==> src/rtl/irq_stack_pkg.sv <==
package irq_stack_pkg;

    // number of request sources; the register layout fixes this at four
    localparam int NSRC  = 4;
    localparam int SRC_W = $clog2(NSRC);

    // source indices in priority order (lowest index wins)
    localparam int SRC_EXT = 0;
    localparam int SRC_TMR = 1;
    localparam int SRC_CNV = 2;
    localparam int SRC_SER = 3;

    typedef enum logic [0:0] {
        ST_IDLE  = 1'b0,
        ST_GRANT = 1'b1
    } arb_state_t;

endpackage

==> src/rtl/irq_flags.sv <==
module irq_flags
    import irq_stack_pkg::*;
(
    input  logic             clk,
    input  logic             rst_n,
    input  logic             ext_pin,
    input  logic             tmr_evt,
    input  logic             cnv_evt,
    input  logic             ser_evt,
    input  logic             wr_en,
    input  logic             sel,
    input  logic [7:0]       wr_data,
    output logic [7:0]       rd_data,
    input  logic             reti_set,
    input  logic             grant,
    input  logic [SRC_W-1:0] grant_src,
    output logic [NSRC-1:0]  pend,
    output logic             emi_q
);

    logic            ext_prev_q;
    logic [NSRC-1:0] en_q;
    logic [NSRC-1:0] flg_q;
    logic [NSRC-1:0] hw_set;
    logic            emi_d;

    // falling edge detector for the external pin
    always_ff @(posedge clk) begin
        if (!rst_n) ext_prev_q <= 1'b1;
        else        ext_prev_q <= ext_pin;
    end

    assign hw_set[SRC_EXT] = ext_prev_q & ~ext_pin;
    assign hw_set[SRC_TMR] = tmr_evt;
    assign hw_set[SRC_CNV] = cnv_evt;
    assign hw_set[SRC_SER] = ser_evt;

    // master enable: write, then return-from-interrupt, then acknowledge
    always_comb begin
        emi_d = emi_q;
        if (wr_en && !sel) emi_d = wr_data[0];
        if (reti_set)      emi_d = 1'b1;
        if (grant)         emi_d = 1'b0;
    end

    always_ff @(posedge clk) begin
        if (!rst_n) emi_q <= 1'b0;
        else        emi_q <= emi_d;
    end

    // per-source enable and flag bits
    for (genvar g = 0; g < NSRC; g++) begin : g_src
        localparam bit IN_B1  = (g == SRC_SER);
        localparam int EN_BIT = IN_B1 ? 0 : (1 + g);
        localparam int FL_BIT = IN_B1 ? 4 : (4 + g);

        logic wr_hit;
        logic en_d;
        logic fl_d;

        assign wr_hit = wr_en && (sel == IN_B1);

        always_comb begin
            en_d = en_q[g];
            fl_d = flg_q[g];
            if (wr_hit) begin
                en_d = wr_data[EN_BIT];
                fl_d = wr_data[FL_BIT];
            end
            if (grant && (grant_src == SRC_W'(g))) fl_d = 1'b0;
            if (hw_set[g])                           fl_d = 1'b1;
        end

        always_ff @(posedge clk) begin
            if (!rst_n) begin
                en_q[g]  <= 1'b0;
                flg_q[g] <= 1'b0;
            end else begin
                en_q[g]  <= en_d;
                flg_q[g] <= fl_d;
            end
        end
    end

    assign pend = flg_q & en_q & {NSRC{emi_q}};

    always_comb begin
        if (!sel) begin
            rd_data = {1'b0, flg_q[SRC_CNV], flg_q[SRC_TMR], flg_q[SRC_EXT],
                       en_q[SRC_CNV], en_q[SRC_TMR], en_q[SRC_EXT], emi_q};
        end else begin
            rd_data = {3'b000, flg_q[SRC_SER], 3'b000, en_q[SRC_SER]};
        end
    end

endmodule

==> src/rtl/irq_ret_stack.sv <==
module irq_ret_stack #(
    parameter int PC_W  = 11,
    parameter int DEPTH = 6,
    localparam int CNT_W = $clog2(DEPTH + 1),
    localparam int PTR_W = (DEPTH > 1) ? $clog2(DEPTH) : 1
) (
    input  logic             clk,
    input  logic             rst_n,
    input  logic             push,
    input  logic [PC_W-1:0]  push_data,
    input  logic             pop,
    output logic [PC_W-1:0]  top_data,
    output logic [CNT_W-1:0] cnt,
    output logic             full
);

    localparam logic [PTR_W-1:0] LAST = PTR_W'(DEPTH - 1);

    logic [PC_W-1:0]  mem_q [DEPTH];
    logic [PTR_W-1:0] wptr_q;
    logic [CNT_W-1:0] cnt_q;
    logic [PTR_W-1:0] top_idx;

    assign top_idx  = (wptr_q == '0) ? LAST : wptr_q - 1'b1;
    assign top_data = mem_q[top_idx];
    assign cnt      = cnt_q;
    assign full     = (cnt_q == CNT_W'(DEPTH));

    // circular store: a push on a full stack overwrites the oldest slot
    always_ff @(posedge clk) begin
        if (!rst_n) begin
            wptr_q <= '0;
            cnt_q  <= '0;
        end else if (push) begin
            wptr_q <= (wptr_q == LAST) ? '0 : wptr_q + 1'b1;
            if (!full) cnt_q <= cnt_q + 1'b1;
        end else if (pop && (cnt_q != '0)) begin
            wptr_q <= top_idx;
            cnt_q  <= cnt_q - 1'b1;
        end
    end

    always_ff @(posedge clk) begin
        if (push) mem_q[wptr_q] <= push_data;
    end

endmodule

==> src/rtl/irq_arbiter.sv <==
module irq_arbiter
    import irq_stack_pkg::*;
#(
    parameter int PC_W     = 11,
    parameter int VEC_STEP = 4
) (
    input  logic             clk,
    input  logic             rst_n,
    input  logic [NSRC-1:0]  pend,
    input  logic             sample_stb,
    input  logic             blocked,
    input  logic             stk_full,
    output logic             grant,
    output logic [SRC_W-1:0] grant_src,
    output logic             ack_o,
    output logic [PC_W-1:0]  vector_o
);

    arb_state_t      state_q, state_d;
    logic [PC_W-1:0] vec_q;

    // fixed priority: lowest index wins
    always_comb begin
        grant_src = '0;
        for (int i = NSRC - 1; i >= 0; i--) begin
            if (pend[i]) grant_src = SRC_W'(i);
        end
    end

    assign grant = (state_q == ST_IDLE) && sample_stb && !blocked &&
                   (|pend) && !stk_full;

    always_comb begin
        state_d = state_q;
        unique case (state_q)
            ST_IDLE:  if (grant) state_d = ST_GRANT;
            ST_GRANT: state_d = ST_IDLE;
            default:  state_d = ST_IDLE;
        endcase
    end

    always_ff @(posedge clk) begin
        if (!rst_n) state_q <= ST_IDLE;
        else        state_q <= state_d;
    end

    always_ff @(posedge clk) begin
        if (!rst_n)     vec_q <= '0;
        else if (grant) vec_q <= PC_W'((int'(grant_src) + 1) * VEC_STEP);
    end

    always_comb begin
        ack_o    = 1'b0;
        vector_o = vec_q;
        unique case (state_q)
            ST_IDLE:  ack_o = 1'b0;
            ST_GRANT: ack_o = 1'b1;
            default:  ack_o = 1'b0;
        endcase
    end

endmodule

==> src/rtl/irq_stack_ctrl.sv <==
module irq_stack_ctrl
    import irq_stack_pkg::*;
#(
    parameter int PC_W     = 11,
    parameter int DEPTH    = 6,
    parameter int VEC_STEP = 4
) (
    input  logic            clk,
    input  logic            rst_n,
    input  logic            ext_pin,
    input  logic            tmr_evt,
    input  logic            cnv_evt,
    input  logic            ser_evt,
    input  logic            reg_wr,
    input  logic            reg_sel,
    input  logic [7:0]      reg_wdata,
    output logic [7:0]      reg_rdata,
    input  logic            call_stb,
    input  logic            ret_stb,
    input  logic            reti_stb,
    input  logic            sample_stb,
    input  logic [PC_W-1:0] pc_in,
    output logic            ack_o,
    output logic [PC_W-1:0] vector_o,
    output logic [PC_W-1:0] pop_addr
);

    localparam int CNT_W = $clog2(DEPTH + 1);

    logic [NSRC-1:0]  pend;
    logic             emi_q;
    logic             grant;
    logic [SRC_W-1:0] grant_src;
    logic             blocked;
    logic             stk_full;
    logic [CNT_W-1:0] stk_cnt;
    logic             push;
    logic             pop;

    assign blocked = call_stb | ret_stb | reti_stb;
    assign push    = call_stb | grant;
    assign pop     = (ret_stb | reti_stb) & ~call_stb;

    irq_flags u_flags (
        .clk       (clk),
        .rst_n     (rst_n),
        .ext_pin   (ext_pin),
        .tmr_evt   (tmr_evt),
        .cnv_evt   (cnv_evt),
        .ser_evt   (ser_evt),
        .wr_en     (reg_wr),
        .sel       (reg_sel),
        .wr_data   (reg_wdata),
        .rd_data   (reg_rdata),
        .reti_set  (reti_stb),
        .grant     (grant),
        .grant_src (grant_src),
        .pend      (pend),
        .emi_q     (emi_q)
    );

    irq_arbiter #(
        .PC_W     (PC_W),
        .VEC_STEP (VEC_STEP)
    ) u_arb (
        .clk        (clk),
        .rst_n      (rst_n),
        .pend       (pend),
        .sample_stb (sample_stb),
        .blocked    (blocked),
        .stk_full   (stk_full),
        .grant      (grant),
        .grant_src  (grant_src),
        .ack_o      (ack_o),
        .vector_o   (vector_o)
    );

    irq_ret_stack #(
        .PC_W  (PC_W),
        .DEPTH (DEPTH)
    ) u_stack (
        .clk       (clk),
        .rst_n     (rst_n),
        .push      (push),
        .push_data (pc_in),
        .pop       (pop),
        .top_data  (pop_addr),
        .cnt       (stk_cnt),
        .full      (stk_full)
    );

endmodule

==> config.mk <==
export PLATFORM = sky130hd
export DESIGN_NAME = irq_stack_ctrl
export DESIGN_NICKNAME = d
export VERILOG_FILES = /design/src/rtl/irq_stack_pkg.sv /design/src/rtl/irq_flags.sv /design/src/rtl/irq_ret_stack.sv /design/src/rtl/irq_arbiter.sv /design/src/rtl/irq_stack_ctrl.sv
export SDC_FILE = /design/constraint.sdc
export NUM_CORES = 1
export LEC_CHECK = 0
export BUFFER_PORTS_ARGS = -buffer_cell sky130_fd_sc_hd__buf_2
export CORE_MARGIN = 2
export CORE_UTILIZATION = 36
export CTS_BUF_LIST = sky130_fd_sc_hd__clkbuf_2 sky130_fd_sc_hd__clkbuf_4 sky130_fd_sc_hd__clkbuf_8
export DETAILED_ROUTE_END_ITERATION = 16
export HOLD_SLACK_MARGIN = 0.15
export PLACE_DENSITY_LB_ADDON = 0.12
export SETUP_SLACK_MARGIN = 0.15
export SLEW_MARGIN = 0
export SYNTH_ARGS = -nofsm -noshare
export SYNTH_HDL_FRONTEND = slang
export SYNTH_SLANG_ARGS = --single-unit
==> constraint.sdc <==
create_clock -name clk -period 3.46 [get_ports clk]
set_clock_uncertainty 0.1 [all_clocks]
set_input_delay 0.692 -clock clk [delete_from_list [all_inputs] [get_ports clk]]
set_output_delay 0.692 -clock clk [all_outputs]
set_load 0.02 [all_outputs]
==> impl_metrics.csv, run 1 <==
group,metric,value,unit
status,status,"finished, final reports clean",
floorplanning,io_pins,62,
final_layout,drive_gt1_share,31.45,%
placement,gp_congestion,0.7872,
floorplanning,dieHeight,106.4,um
setup_path,ff2ff_setup_slack,1.08,ns
cts,cts_tree,"built",
power,pwr-share-seq,48.8,%
power,switching_power,672.0,uW
final_layout,seq_area,0.002385,mm^2
sta,slew_headroom,66.13,%
cts,cts_root_buf,"clkbuf_8",
final_layout,area_growth,18.58,%
synthesis,synthMuxAreaShare,12.51,%
floorplanning,num_rows,37,
cts,clk_pin_slew,0.08,ns
synthesis,synth-main-ff-cell,"edfxtp_1",
synthesis,synth_top_area_cell,"edfxtp_1",
synthesis,synth_top_family_by_area,"multiplexers",
cts,numCtsBuffers,9,
placement,io_buffers,51,
cts,cts_sinks,86,
setup_path,arrival,2.32,ns
grt,grt_overflow_total,0,
synthesis,yosys.area_share.simple,10.12,%
synthesis,yosys.area.top_type_share,52.55,%
final_layout,diodes,0,
routing,post-route-drc-count,0,
routing,wl_per_cell,15.38,um
sta,rsz0062_at_grt,"no",
hold_path,holdPathEnd,"u_arb.state_q$_SDFF_PP0_",
synthesis,synthAdderAreaFrac,0.6636,%
sta,period_minus_slack,3.116,ns
power,power,2467,uW
sta,layout_setup_ws,0.3435,ns
setup_path,r2r_cells,10,
routing,drt-pass1-iter-count,4,
routing,vias,2272,
sta,drv_slew,0,
synthesis,yosys_warnings,0,
grt,grt_start_max_net_pins,23,
setup_path,reg2reg_from,"u_stack.cnt[0]$_SDFFE_PN0P_",
cts,clk_latency,0.35,ns
final_layout,fillers,962,
synthesis,synthXorXnorAreaFrac,0.2322,%
power,p_int,1795,uW
setup_path,reg2reg_to,"u_stack.cnt[2]$_SDFFE_PN0P_",
hold_path,min_path_type,"reg -> reg",
cts,clk_path_buf_depth,2,
setup_path,critical_path_class,"reg -> out",
setup_path,cp_max_fo,11,
placement,place_worst_setup_slack,0.5624,ns
power,p_sw_share,27.24,%
synthesis,async_flop_share,0,%
routing,ant_nets,0,
cts,cts_setup_buffers,0,
synthesis,synth-compound-area-share,9.323,%
placement,place_hpwl,4874,um
synthesis,syn_avg_cell_area,13.97,um^2
hold_path,min_from,"u_arb.state_q$_SDFF_PP0_",
setup_path,cpPeakStageDelay,0.51,ns
power,power_density,551.8,mW/mm^2
setup_path,crit_path_start_kind,"flop",
sta,worst_pin_slew,0.5081,ns
power,vdd_drop_max,0.0002510,V
power,combinationalPowerShare,19.8,%
cts,cts_max_level,3,
floorplanning,core,0.01023,mm^2
power,power_leakage,0.001632,uW
synthesis,netlist_instances,270,
grt,gr-usage-all-layers,13.71,%
sta,max_freq,320.9,MHz
synthesis,yosysUniqueCellTypes,49,
grt,grt_pass1_vias,2274,
floorplanning,dieWidth,106.4,um
synthesis,synth_top_cells_by_area,"edfxtp_1 (53%), dfxtp_1 (11%), mux4_2 (6.6%)",
grt,grt_pass1_wl,11690,um
setup_path,worstPathCellList,"nor2_1 > ha_1 > nor2b_4 > buf_12 > mux4_2 > nand2_1 > o21ai_0 > buf_2",
sta,setup_viol,0,
routing,drt_iter0_markers,61,
routing,routed_wl,7273,um
hold_path,hold_path_depth,1,
power,pwr-share-clk,31.4,%
sta,finalSetupTns,0,ns
setup_path,cp_slowest_cell,"mux4_2",
synthesis,seq_area_frac_synth,63.17,%
routing,vias_per_cell,4.803,
floorplanning,dieArea,0.01131,mm^2
final_layout,nets,365,
synthesis,syn_area,0.003771,mm^2
sta,finalHoldViolCount,0,
setup_path,worstPathRequired,2.67,ns
grt,antenna_found_initial,0,
synthesis,synth-seq-cells,86,
synthesis,synth_edf_count,66,
sta,period_share,90.07,%
final_layout,multi_input_area,0.001285,mm^2
floorplanning,start_util,36.86,%
setup_path,end_kind,"primary output",
flow_run,maxCapViolations,0,
-- per-layer routing --
layer / routed length, um / vias up / track usage, %
met4: 100 / 0 / 4.793
li1: - / 1127 / -
met5: 0 / - / 0
met2: 3581 / 43 / 22.71
met1: 3291 / 1095 / 17.35
met3: 299 / 7 / 3.617
-- state kept, by name, indices dropped and copies added (netlist names) --
register,cells
u_arb.state_q,1
u_flags.emi_q,1
u_flags.flg_q,4
u_flags.en_q,4
u_stack.mem_q,66
u_stack.cnt,3
u_stack.wptr_q,3
u_arb.vector_o,3
u_flags.ext_prev_q,1
-- cell usage after synthesis, drive strengths merged, types with 4 or more instances --
cell type,instances
o21ai,19
dfxtp,20
clkbuf,4
nor2b,12
mux2i,19
nand3,4
nand2,23
a21oi,6
buf,19
edfxtp,66
nand2b,5
nor3,4
nor2,13
a21boi,6
mux4,11
-- how the worst max path moves through the flow --
stage / startpoint / slack [ns] / cells past startpoint / endpoint
global route: u_stack.wptr_q[1]$_SDFFE_PN0P_ / 0.16 / 8 / pop_addr[1]
detailed placement: u_stack.wptr_q[1]$_SDFFE_PN0P_ / 0.56 / 8 / pop_addr[1]
floorplan: reti_stb / 0.62 / 5 / u_stack.mem_q[2][0]$_DFFE_PP_
finish: u_stack.wptr_q[1]$_SDFFE_PN0P_ / 0.34 / 8 / pop_addr[1]
CTS: u_stack.wptr_q[1]$_SDFFE_PN0P_ / 0.17 / 8 / pop_addr[1]
global placement: u_stack.wptr_q[1]$_SDFFE_PN0P_ / 0.56 / 8 / pop_addr[1]
-- timing repair --
item                                    CTS  global route
hold buffers                              0             0
gates resized for setup                   0             3
endpoints found under the setup margin    0            11
-- power by group through the flow --
| stage | combinational [uW] | clock, uW | sequential [uW] |
|---|---|---|---|
| detailed placement | 486 | 0 | 1230 |
| finish | 489 | 775 | 1200 |
| global route | 541 | 843 | 1210 |
| global placement | 481 | 0 | 1220 |
| floorplan | 339 | 0 | 1210 |
| CTS | 486 | 804 | 1200 |
-- logic make-up after synthesis --
logic type                 count (synthesis)
adders and majority gates                  2
buffers and inverters                     25
and+or+nand+nor                           73
DFF                                       86
xor gates and xnor gates                   1
AOI/OAI and AO/OA                         49
muxes                                     33
other                                      1
-- worst max-delay path, delay by kind of cell, from the launching register on --
family                     cells  cell delay [ns]
AOI/OAI and AO/OA              1             0.10
and+or+nand+nor                3             0.35
muxes                          1             0.51
buffers and inverters          2             0.38
adders and majority gates      1             0.24
DFF                            1             0.41
-- layout make-up --
type	instances	share of cell area, %
flip-flops and latches	86	53.33
multi-input cells	167	28.74
repair buffers	66	8.898
well taps	136	3.805
clock buffers	10	2.938
clock inverters	6	2.126
inverters	2	0.1679
-- cells in the final DEF (no fill, tap or decap), types with 3 or more instances in the layout --
cell type,instances
conb_1,9
nand2_1,22
o21ai_1,5
clkbuf_8,9
a21boi_1,3
nor2_1,13
mux2i_1,19
mux4_2,11
dfxtp_1,18
nand2b_1,5
edfxtp_1,66
a22o_1,3
buf_2,51
a21oi_1,6
buf_4,13
o21a_1,3
nor3_1,4
nor2b_1,11
nand3_1,4
a21boi_0,3
o21ai_0,13
-- metrics by stage --
step           hold slack, ns  std cells  instance area, um^2  util (%)
6_report               0.3468        473                 4472     43.71
5_1_grt                0.3815        473                 4472     43.71
4_1_cts                0.3519        472                 4439     43.39
3_5_place_dp           0.3374        456                 4213     41.18
3_3_place_gp           0.3307        456                 4213     41.18
2_1_floorplan          0.3416        278                 3801         -
Note: power is estimated with default switching activity, not from simulation.
==> run 2, diff against run 1 <==
Settings changed: ABC_AREA from default to 1.
==> run 2 against run 1 <==
Compared with the run above:
- critical path depth down 1
- synthesized area up 0.50%
- cell count up 21%
- sequential share of layout area up 1.2 points
- synthesized cell count up 39%
- first-iteration DRC count up 110%
- final area down 2.3%
- non-clock buffer count down 5
- setup slack worse by 0.019 ns
- critical endpoint is now pop_addr[2]
==> impl_metrics.csv, run 2 <==
group,metric,value,unit
final_layout,final_common_cell,"nand2_1",
sta,setup_viol,0,
final_layout,diodes,0,
power,power_leakage,0.001773,uW
final_layout,area_growth,15.29,%
synthesis,yosysMostFrequentCell,"nand2_1",
routing,drt_iter0_markers,129,
hold_path,hold_path_depth,2,
synthesis,yosys.area.top_type_share,52.29,%
synthesis,yosys_warnings,0,
synthesis,synth_edf_count,66,
grt,grt_start_max_net_pins,35,
cts,cts_sinks,86,
flow_run,maxCapViolations,0,
floorplanning,dieWidth,106.6,um
grt,grt_overflow_total,0,
placement,gp_congestion,0.8161,
floorplanning,dieHeight,106.6,um
setup_path,startpoint,"u_stack.wptr_q[0]$_SDFFE_PN0P_",
sta,rsz0062_at_grt,"no",
setup_path,cp_max_fo,34,
cts,clk_pin_slew,0.09,ns
synthesis,seq_area_frac_synth,62.86,%
hold_path,holdPathEnd,"u_flags.flg_q[0]$_SDFFE_PN0P_",
routing,wl_per_cell,14.10,um
setup_path,crit_path_start_kind,"flop",
final_layout,top_register,"u_stack.mem_q",
status,status,"finished, final reports clean",
routing,vias_per_cell,4.750,
final_layout,fin_area,0.004369,mm^2
setup_path,cp_slowest_cell,"inv_2",
grt,grt_pass1_vias,2528,
grt,gr-usage-all-layers,14.60,%
setup_path,reg2reg_to,"u_stack.mem_q[1][9]$_DFFE_PP_",
cts,cts_max_level,3,
cts,clk_latency,0.34,ns
cts,numCtsBuffers,9,
placement,place_hpwl,5186,um
routing,routed_wl,8063,um
routing,ant_nets,0,
cts,cts_resized,0,
cts,cts_tree,"built",
cts,cts_root_buf,"clkbuf_8",
floorplanning,num_rows,37,
synthesis,synth-main-ff-cell,"edfxtp_1",
synthesis,netlist_instances,374,
synthesis,synth_top_area_cell,"edfxtp_1",
sta,period_minus_slack,3.136,ns
placement,io_buffers,51,
sta,worst_pin_slew,0.6969,ns
setup_path,worstPathRequired,2.67,ns
synthesis,syn_area,0.003790,mm^2
floorplanning,start_util,36.88,%
setup_path,reg2reg_from,"u_flags.emi_q$_SDFFE_PP0P_",
grt,grt_pass1_wl,12590,um
synthesis,synth_top_cells_by_area,"edfxtp_1 (52%), dfxtp_1 (11%), nand2_1 (8.2%)",
setup_path,cpPeakStageDelay,0.46,ns
sta,drv_slew,0,
synthesis,synth-seq-cells,86,
setup_path,ff2ff_setup_slack,1.25,ns
floorplanning,dieArea,0.01136,mm^2
synthesis,yosys-top-cells-count,"nand2_1 (83), edfxtp_1 (66), nor2_1 (38), nand3_1 (28), o21ai_0 (28)",
floorplanning,io_pins,62,
routing,post-route-drc-count,0,
sta,finalHoldViolCount,0,
synthesis,syn_avg_cell_area,10.13,um^2
setup_path,r2r_cells,8,
routing,vias,2717,
cts,clk_path_buf_depth,2,
sta,period_share,90.63,%
final_layout,reg.largest.list,"u_stack.mem_q x66, u_flags.en_q x4, u_flags.flg_q x4",
floorplanning,core,0.01028,mm^2
setup_path,arrival,2.34,ns
hold_path,min_path_type,"reg -> reg",
final_layout,drive_gt1_share,22.94,%
hold_path,min_from,"u_flags.ext_prev_q$_SDFF_PN1_",
cts,postCtsHoldBufs,0,
final_layout,nets,464,
grt,antenna_found_initial,0,
placement,postPlaceCellArea,0.004194,mm^2
final_layout,final_cell_mix,"nand2_1 (83), edfxtp_1 (66), buf_2 (51)",
sta,slew_headroom,53.39,%
final_layout,largest_reg_flops,66,
setup_path,worstPathCellList,"nor2_1 > ha_1 > nor2_4 > inv_2 > o21ai_0 > o21ai_0 > buf_2",
power,power_density,597.5,mW/mm^2
synthesis,yosysUniqueCellTypes,35,
power,vdd_drop_max,0.0002119,V
setup_path,end_kind,"primary output",
routing,drt-pass1-iter-count,6,
setup_path,critical_path_class,"reg -> out",
sta,max_freq,318.9,MHz
cts,cts_setup_buffers,0,
setup_path,timing.critical_path.mode_cell,"o21ai_0",
synthesis,async_flop_share,0,%
sta,finalSetupTns,0,ns
final_layout,utilization,42.51,%
-- run 2: cell families (layout without fill, tap and decap cells) --
family | count (synthesis) | count (layout) | share of synthesized area, %
buf+inv | 50 | 104 | 6.305
fa+ha+maj | 2 | 2 | 0.6602
compound gates | 57 | 57 | 7.923
flops | 86 | 86 | 62.86
simple gates | 178 | 178 | 22.15
other cells | 1 | 9 | 0.09895
-- run 2: metal layers --
metal	GRT usage [%]	wire (um)
met5	0	0
met4	6.586	151
met3	2.918	374
met2	23.61	3847
met1	18.98	3689
-- run 2: report_power, final --
group          switching, uW  internal, uW  total, uW  leakage (uW)
registers               45.5          1200       1240      0.000767
logic                    514           242        755      0.000919
clock network            351           262        613     0.0000868
-- run 2: through the flow --
stage / power, uW / cells / worst slack [ns] / hold slack [ns]
6_report: 2611 / 572 / 0.3243 / 0.3697
3_5_place_dp: 2030 / 556 / 0.7067 / 0.3570
3_3_place_gp: 2021 / 556 / 0.7243 / 0.3434
5_1_grt: 2769 / 572 / 0.1667 / 0.4001
4_1_cts: 2649 / 572 / 0.3014 / 0.3854
2_1_floorplan: 1775 / 382 / 0.4742 / 0.3258
-- run 2: critical path: cells and delay by family (launching register included) --
family	cells	cell delay [ns]
AND/OR/NAND/NOR	2	0.27
buffers and inverters	2	0.69
flip-flops	1	0.41
AO/OA/AOI/OAI	2	0.43
adder cells (fa/ha/maj)	1	0.22
-- run 2: layout make-up --
cell class | count | area, um^2
multi-input cells | 246 | 1210
clock buffers | 9 | 123.9
flip-flops and latches | 86 | 2382
fillers | 1014 | 5908
inverters | 27 | 101.3
well taps | 136 | 170.2
clock inverters | 7 | 51.30
repair buffers | 61 | 330.3
-- run 2: how the worst max path moves through the flow --
| stage | endpoint | slack [ns] | cells after the start |
|---|---|---|---|
| floorplan | u_stack.mem_q[0][0]$_DFFE_PP_ | 0.47 | 7 |
| global placement | pop_addr[6] | 0.72 | 9 |
| detailed placement | pop_addr[6] | 0.71 | 9 |
| CTS | pop_addr[6] | 0.30 | 9 |
| global route | pop_addr[2] | 0.17 | 9 |
| finish | pop_addr[2] | 0.32 | 7 |
